===== src/rtl/ovl_pkg.sv =====
package ovl_pkg;
  localparam int unsigned CW = 10;

  typedef enum logic [1:0] {
    SRC_BASE = 2'd0,
    SRC_OVL1 = 2'd1,
    SRC_OVL2 = 2'd2
  } src_e;

  localparam logic [2:0] FMT_RGB     = 3'd0;
  localparam logic [2:0] FMT_LAST_OK = 3'd4;

  // Effective bits per pixel; zero marks an unusable setting.
  function automatic logic [5:0] eff_bits(input logic [2:0] fmt, input logic [3:0] code);
    logic [5:0] b;
    b = 6'd0;
    if (fmt == FMT_RGB) begin
      case (code)
        4'd0: b = 6'd1;
        4'd1: b = 6'd2;
        4'd2: b = 6'd4;
        4'd3: b = 6'd8;
        4'd4: b = 6'd16;
        4'd5: b = 6'd24;
        default: b = 6'd0;
      endcase
    end else begin
      case (fmt)
        3'd1: b = 6'd24;
        3'd2: b = 6'd8;
        3'd3: b = 6'd4;
        3'd4: b = 6'd2;
        default: b = 6'd0;
      endcase
    end
    return b;
  endfunction
endpackage


===== src/rtl/ovl_layer.sv =====
module ovl_layer
  import ovl_pkg::*;
#(
  parameter bit HAS_FMT = 1'b0
) (
  input  logic          clk,
  input  logic          rst_n,
  input  logic          load,
  input  logic [31:0]   word1_in,
  input  logic [31:0]   word2_in,
  input  logic [CW-1:0] base_w_m1,
  input  logic [CW-1:0] base_h_m1,
  input  logic [CW-1:0] x,
  input  logic [CW-1:0] y,
  output logic          hit,
  output logic [2:0]    fmt
);
  localparam int unsigned PW_PROD = CW + 6;

  logic [31:0] w1_q, w2_q, w1_d, w2_d, w1_eff, w2_eff;
  logic [2:0]  fmt_raw;
  logic [5:0]  bits;
  logic [PW_PROD-1:0] prod;
  logic [CW:0] right, bottom;
  logic        cfg_ok;
  logic        unused_bits;

  always_comb begin
    w1_d = w1_q;
    w2_d = w2_q;
    if (load) begin
      w1_d = word1_in;
      w2_d = word2_in;
    end
  end

  always_ff @(posedge clk or negedge rst_n) begin
    if (!rst_n) begin
      w1_q <= '0;
      w2_q <= '0;
    end else begin
      w1_q <= w1_d;
      w2_q <= w2_d;
    end
  end

  // The start-of-frame pixel already sees the new words.
  assign w1_eff = load ? word1_in : w1_q;
  assign w2_eff = load ? word2_in : w2_q;

  generate
    if (HAS_FMT) begin : g_fmt
      assign fmt_raw = w2_eff[22:20];
    end else begin : g_rgb_only
      assign fmt_raw = FMT_RGB;
    end
  endgenerate

  assign unused_bits = ^{w1_eff[30:24], w2_eff[31:20]};

  assign bits   = eff_bits(fmt_raw, w1_eff[23:20]);
  assign prod   = {6'd0, w2_eff[CW-1:0]} * {{CW{1'b0}}, bits};
  assign right  = {1'b0, w2_eff[CW-1:0]} + {1'b0, w1_eff[CW-1:0]};
  assign bottom = {1'b0, w2_eff[2*CW-1:CW]} + {1'b0, w1_eff[2*CW-1:CW]};

  always_comb begin
    cfg_ok = w1_eff[31];
    if (bits == 6'd0)                   cfg_ok = 1'b0;
    if (fmt_raw > FMT_LAST_OK)          cfg_ok = 1'b0;
    if (prod[4:0] != 5'd0)              cfg_ok = 1'b0;
    if (right  > {1'b0, base_w_m1})     cfg_ok = 1'b0;
    if (bottom > {1'b0, base_h_m1})     cfg_ok = 1'b0;
  end

  assign hit = cfg_ok
             && (x >= w2_eff[CW-1:0])    && ({1'b0, x} <= right)
             && (y >= w2_eff[2*CW-1:CW]) && ({1'b0, y} <= bottom);
  assign fmt = fmt_raw;

  // a shown overlay pixel always lies inside the base plane
  a_r6_hit_inside_base: assert property (@(posedge clk) disable iff (!rst_n)
    hit |-> (x <= base_w_m1) && (y <= base_h_m1));

  // a shown overlay never carries a reserved format
  a_r8_hit_fmt_legal: assert property (@(posedge clk) disable iff (!rst_n)
    hit |-> (fmt <= FMT_LAST_OK));
endmodule


===== src/rtl/ovl_pick.sv =====
module ovl_pick
  import ovl_pkg::*;
#(
  parameter int unsigned PW = 24
) (
  input  logic          on_top,
  input  logic [1:0]    hit,
  input  logic [2:0]    fmt2,
  input  logic [PW-1:0] base_pix,
  input  logic [PW-1:0] o1_pix,
  input  logic [PW-1:0] o2_pix,
  output logic [PW-1:0] pix,
  output src_e          src,
  output logic [2:0]    fmt
);
  always_comb begin
    pix = base_pix;
    src = SRC_BASE;
    fmt = FMT_RGB;
    if (on_top) begin
      if (hit[1]) begin
        pix = o2_pix;
        src = SRC_OVL2;
        fmt = fmt2;
      end else if (hit[0]) begin
        pix = o1_pix;
        src = SRC_OVL1;
      end
    end
  end
endmodule


===== src/rtl/ovl_compositor.sv =====
module ovl_compositor
  import ovl_pkg::*;
#(
  parameter int unsigned PW = 24
) (
  input  logic          clk,
  input  logic          rst_n,
  input  logic          in_valid,
  input  logic          in_sof,
  input  logic          in_eol,
  input  logic [9:0]    in_x,
  input  logic [9:0]    in_y,
  input  logic [PW-1:0] base_pix,
  input  logic [9:0]    base_w_m1,
  input  logic [9:0]    base_h_m1,
  input  logic          ovl_on_top,
  input  logic [31:0]   o1_word1,
  input  logic [31:0]   o1_word2,
  input  logic [31:0]   o2_word1,
  input  logic [31:0]   o2_word2,
  input  logic [PW-1:0] o1_pix,
  input  logic [PW-1:0] o2_pix,
  output logic          out_valid,
  output logic          out_sof,
  output logic          out_eol,
  output logic [PW-1:0] out_pix,
  output logic [1:0]    out_src,
  output logic [2:0]    out_fmt
);
  localparam int unsigned NLAYER = 2;

  logic          load;
  logic [CW-1:0] bw_q, bh_q, bw_d, bh_d, bw_eff, bh_eff;
  logic          top_q, top_d, top_eff;
  logic [31:0]   w1_arr [NLAYER];
  logic [31:0]   w2_arr [NLAYER];
  logic [NLAYER-1:0] hit;
  logic [2:0]    fmt_arr [NLAYER];
  logic [PW-1:0] pix_d;
  src_e          src_d;
  logic [2:0]    fmt_d;
  logic          unused_fmt1;

  assign load = in_valid & in_sof;

  // Frame-boundary capture of the global settings.
  always_comb begin
    bw_d  = bw_q;
    bh_d  = bh_q;
    top_d = top_q;
    if (load) begin
      bw_d  = base_w_m1;
      bh_d  = base_h_m1;
      top_d = ovl_on_top;
    end
  end

  always_ff @(posedge clk or negedge rst_n) begin
    if (!rst_n) begin
      bw_q  <= '0;
      bh_q  <= '0;
      top_q <= 1'b0;
    end else begin
      bw_q  <= bw_d;
      bh_q  <= bh_d;
      top_q <= top_d;
    end
  end

  assign bw_eff  = load ? base_w_m1  : bw_q;
  assign bh_eff  = load ? base_h_m1  : bh_q;
  assign top_eff = load ? ovl_on_top : top_q;

  assign w1_arr[0] = o1_word1;
  assign w2_arr[0] = o1_word2;
  assign w1_arr[1] = o2_word1;
  assign w2_arr[1] = o2_word2;

  genvar gi;
  generate
    for (gi = 0; gi < NLAYER; gi++) begin : g_layer
      ovl_layer #(.HAS_FMT(gi == 1)) u_layer (
        .clk       (clk),
        .rst_n     (rst_n),
        .load      (load),
        .word1_in  (w1_arr[gi]),
        .word2_in  (w2_arr[gi]),
        .base_w_m1 (bw_eff),
        .base_h_m1 (bh_eff),
        .x         (in_x),
        .y         (in_y),
        .hit       (hit[gi]),
        .fmt       (fmt_arr[gi])
      );
    end
  endgenerate

  assign unused_fmt1 = ^fmt_arr[0];

  ovl_pick #(.PW(PW)) u_pick (
    .on_top   (top_eff),
    .hit      (hit),
    .fmt2     (fmt_arr[1]),
    .base_pix (base_pix),
    .o1_pix   (o1_pix),
    .o2_pix   (o2_pix),
    .pix      (pix_d),
    .src      (src_d),
    .fmt      (fmt_d)
  );

  // Output stage: markers every cycle, data only with a valid pixel.
  always_ff @(posedge clk or negedge rst_n) begin
    if (!rst_n) begin
      out_valid <= 1'b0;
      out_sof   <= 1'b0;
      out_eol   <= 1'b0;
      out_pix   <= '0;
      out_src   <= SRC_BASE;
      out_fmt   <= FMT_RGB;
    end else begin
      out_valid <= in_valid;
      out_sof   <= in_valid & in_sof;
      out_eol   <= in_valid & in_eol;
      if (in_valid) begin
        out_pix <= pix_d;
        out_src <= src_d;
        out_fmt <= fmt_d;
      end
    end
  end

  // one-cycle latency for valid
  a_r1_valid_follows: assert property (@(posedge clk) disable iff (!rst_n)
    in_valid |=> out_valid);
  // no valid input, no output and data held
  a_r1_idle_holds: assert property (@(posedge clk) disable iff (!rst_n)
    !in_valid |=> !out_valid && $stable(out_pix));
  // markers only ride on valid pixels
  a_r1_marker_valid: assert property (@(posedge clk) disable iff (!rst_n)
    (out_sof || out_eol) |-> out_valid);
  // an overlay can only win while overlays are above the base
  a_r5_under_shows_base: assert property (@(posedge clk) disable iff (!rst_n)
    in_valid && !top_eff |=> out_src == SRC_BASE);
  // format tag is non-RGB only for overlay 2 pixels
  a_r8_fmt_only_ovl2: assert property (@(posedge clk) disable iff (!rst_n)
    out_valid && (out_src != SRC_OVL2) |-> out_fmt == FMT_RGB);
  // source code stays within its three legal values
  a_r10_src_legal: assert property (@(posedge clk) disable iff (!rst_n)
    out_valid |-> out_src != 2'd3);
endmodule


===== config.mk =====
export PLATFORM = sky130hd
export DESIGN_NAME = ovl_compositor
export DESIGN_NICKNAME = d
export VERILOG_FILES = /design/src/rtl/ovl_pkg.sv /design/src/rtl/ovl_layer.sv /design/src/rtl/ovl_pick.sv /design/src/rtl/ovl_compositor.sv
export SDC_FILE = /design/constraint.sdc
export NUM_CORES = 1
export LEC_CHECK = 0
export BUFFER_PORTS_ARGS = -buffer_cell sky130_fd_sc_hd__clkbuf_2
export CAP_MARGIN = 30
export CORE_MARGIN = 5
export CORE_UTILIZATION = 38
export CTS_CLUSTER_DIAMETER = 50
export DETAILED_ROUTE_END_ITERATION = 10
export GPL_ROUTABILITY_DRIVEN = 0
export PLACE_DENSITY = 0.65
export SLEW_MARGIN = 20
export SYNTH_ARGS = -nofsm -noshare
export SYNTH_HDL_FRONTEND = slang
export SYNTH_SLANG_ARGS = --single-unit

===== constraint.sdc =====
create_clock -name clk -period 5.1 [get_ports clk]
set_clock_uncertainty 0.05 [all_clocks]
set_input_delay 1.02 -clock clk [delete_from_list [all_inputs] [get_ports clk]]
set_output_delay 1.02 -clock clk [all_outputs]
set_load 0.01 [all_outputs]

==> summary.md <==
| Metric | Value |
|---|---|
| Slack of the critical path | -0.153 ns |
| CTS tree | yes |
| Leading cell types by count after synthesis | 233 x nand2_1, 171 x ha_1, 146 x dfrtp_1 |
| IO Port Bufs | 242 |
| Hold buffers post-CTS | 0 |
| Initial drt markers | 512 |
| Least-Margin Pin Slew | 0.506 ns |
| MaxCap Viol Count | 0 |
| Design Area, Final | 15,900 µm² |
| Gr ovfl total | 0 |
| DRC viols | 0 |
| H-Tree Depth | 4 |
| YS warnings | 0 |
| Vias in the first global route | 10,900 |
| Final Hold Vio Count | 0 |
| Worst setup path class | in -> reg |
| Post-synth EDFFs | 0 |
| Status | finished, violations left |
| Final Cycle Share | 103% |
| Fraction of layout cells with a size suffix above 1 | 34.3% |
| Router iterations before antenna repair | 5 |
| Clock tree sinks | 146 |
| Final setup viols | 29 |
| Final number of max-transition violations | 0 |
| Inserted Clock Buffers | 17 |
| DR vias | 10,700 |
| WP buf/inv | 23 |
| Detail Placement HPWL | 27,200 µm |
| Critical Path AT | 5.55 ns |
| Total Routing Usage GR | 20.7% |
| Synth Register Bits | 146 |
| Leading post-synthesis cells by cell area | dfrtp_1 32%, ha_1 19%, nand2_1 7.8% |
| I/O Pins | 278 |
| Clock Tree Root | clkbuf_16 |
| Setup crit start kind | primary input |
| Post-DR wirelength/cell | 16.6 µm |
| Power per Cell Area | 338 nW/µm² |
| Core area | 29,500 µm² |
| Syn Nets | 1,689 |
| Critical Path Max Stage Delay | 0.34 ns |
| Final ANT Viol Nets | 0 |
| Cells after synthesis | 1,265 |
| Mapped cell area | 11,300 µm² |
| Worst path most repeated cell | buf_4 |
| Synth unique cells | 65 |
| Via density | 5.02 |
| P_leak | 8.77 nW |
| Slowest cell on crit path | a21boi_0 |
| DIE WIDTH | 182 µm |
| Async SR Flop Fraction | 100% |
| Min cycle time layout | 5.25 ns |
| Violated checks | negative setup slack |
| # rows | 63 |
| First-pass GRT wire length | 55,300 µm |
| Initial Util | 38.3% |
| Average size of a mapped cell | 8.91 µm² |
| Fmax | 190 MHz |
| Chip height | 182 µm |
| Sequential area share after synthesis | 32.4% |
| Worst EP required | 5.40 ns |
| Clock Latency Late Sink | 0.43 ns |
| Peak VDD IR | 0.252 mV |
| Worst-path fanout max | 11 |
| Pin count of the biggest net entering global routing | 94 |
| Share of the synthesized area in the top cell type | 32.4% |
| Post-layout util | 54.1% |
| Layout Area Growth over Synthesis | 41.4% |
| Clock transition at the registers of the reported paths | 0.07 ns |
| Hold Crit Class | in -> async |
| Post-DP Area | 14,500 µm² |
| Final WL | 35,500 µm |
| Leading area contributor after synthesis | dfrtp_1 |
| Most frequent cell after synthesis | nand2_1 |
| Unrepaired setup endpoints after global routing | true |
| Slew headroom | 65.3% |
| Ys flop type | dfrtp_1 |
| Setup crit end kind | register |
| Number of nets in the layout | 2,159 |
| Family with the most delay on the worst path | buffers and inverters |
| DIE AREA | 33,200 µm² |
| Initial antenna violation count | 2 |
| Clock buffer depth | 2 |
logic make-up (layout without fill, tap and decap cells):
group,after synthesis,in the layout,share of synthesized area (%)
buffers and inverters,181,663,6.37
multiplexers,86,86,7.80
AO/OA/AOI/OAI,241,241,14.2
AND/OR/NAND/NOR,387,388,15.3
other,0,1,0
adder cells (fa/ha/maj),180,180,20.4
XOR/XNOR,44,44,3.54
flip-flops,146,146,32.4
cell type report:
| type | count | area (µm²) |
|---|---|---|
| Antenna cell | 1 | 2.50 |
| Clock buffer | 18 | 439 |
| Clock inverter | 14 | 120 |
| Fill cell | 2658 | 13500 |
| Inverter | 144 | 543 |
| Multi-Input combinational cell | 939 | 7340 |
| Sequential cell | 146 | 3650 |
| Tap cell | 390 | 488 |
| Timing Repair Buffer | 487 | 3360 |
repair_timing:
item | 4_1_cts | 5_1_grt
cloned | 7 | 0
gates resized for setup | 29 | 41
endpoints found under the setup margin | 29 | 29
buffers inserted | 36 | 6
pin swaps | 10 | 4
hold endpoints to repair | 0 | 0
registers in the layout, indices dropped and copies added (netlist names):
signal,flops
out_eol,1
g_layer.u_layer.w2_q,43
out_src,2
out_fmt,3
out_valid,1
bh_q,10
g_layer.u_layer.w1_q,50
bw_q,10
top_q,1
out_pix,24
out_sof,1
power breakdown:
group	switching (mW)	internal, mW
sequential	0.0601	1.31
clock	0.578	0.653
combinational	1.40	1.40
stage by stage:
stage / hold WS (ns) / total power [mW] / TNS [ns] / setup WS (ns) / std cells
finish: 0.368 / 5.39 / -3.20 / -0.153 / 2139
global route: 0.365 / 5.81 / -10.09 / -0.412 / 2139
CTS: 0.431 / 5.33 / -1.84 / -0.108 / 2132
detailed placement: 0.414 / 3.97 / -26.49 / -0.979 / 2057
global placement: 0.414 / 3.87 / -24.34 / -0.899 / 2057
floorplan: 0.390 / 2.95 / -10.38 / -0.407 / 1265
worst paths after layout:
kind | startpoint | cells past startpoint | slack, ns | endpoint
setup / recovery | in_valid | 32 | -0.15 | out_pix[17]$_DFFE_PN0P_
hold / removal | rst_n | 1 | 0.37 | g_layer[0].u_layer.w1_q[16]$_DFF_PN0_
setup reg to reg | g_layer[1].u_layer.w1_q[22]$_DFF_PN0_ | 20 | 0.12 | out_pix[5]$_DFFE_PN0P_
hold reg to reg | g_layer[0].u_layer.w1_q[19]$_DFF_PN0_ | 2 | 0.43 | g_layer[0].u_layer.w1_q[19]$_DFF_PN0_
max in group asynchronous | rst_n | 3 | 3.48 | g_layer[1].u_layer.w2_q[17]$_DFF_PN0_
min in group clk | g_layer[0].u_layer.w1_q[19]$_DFF_PN0_ | 2 | 0.43 | g_layer[0].u_layer.w1_q[19]$_DFF_PN0_
routing by layer:
metal | track usage (%) | vias up | routed length, µm
met1 | 26.9 | 5086 | 15800
met2 | 34.9 | 242 | 17100
met4 | 7.24 | 2 | 1100
met5 | 0 | - | 13
met3 | 3.57 | 71 | 1430
li1 | - | 5341 | -
placed cells by master (no fill, tap or decap), types with 5 or more instances in the layout:
master and instances:
clkbuf_2 239, nand2_1 233, buf_4 225, ha_1 167, dfrtp_1 146, inv_1 141
mux2i_1 66, o21ai_0 51, a21oi_1 44, nor2_1 40, xnor2_1 31, nand3_1 30
a21o_1 23, o211ai_1 19, clkbuf_16 19, nand4_1 15, nor2b_1 13, a21oi_2 12
o21bai_1 12, nor3_1 12, o221ai_2 11, o21a_1 10, xor2_1 9, mux2i_4 9
mux2i_2 9, nand2b_1 9, a211oi_1 7, o21ai_1 6, fa_1 6, buf_12 6
a211oi_2 5, inv_6 5, buf_16 5, buf_6 5
Power figures use the tool's default switching activity.
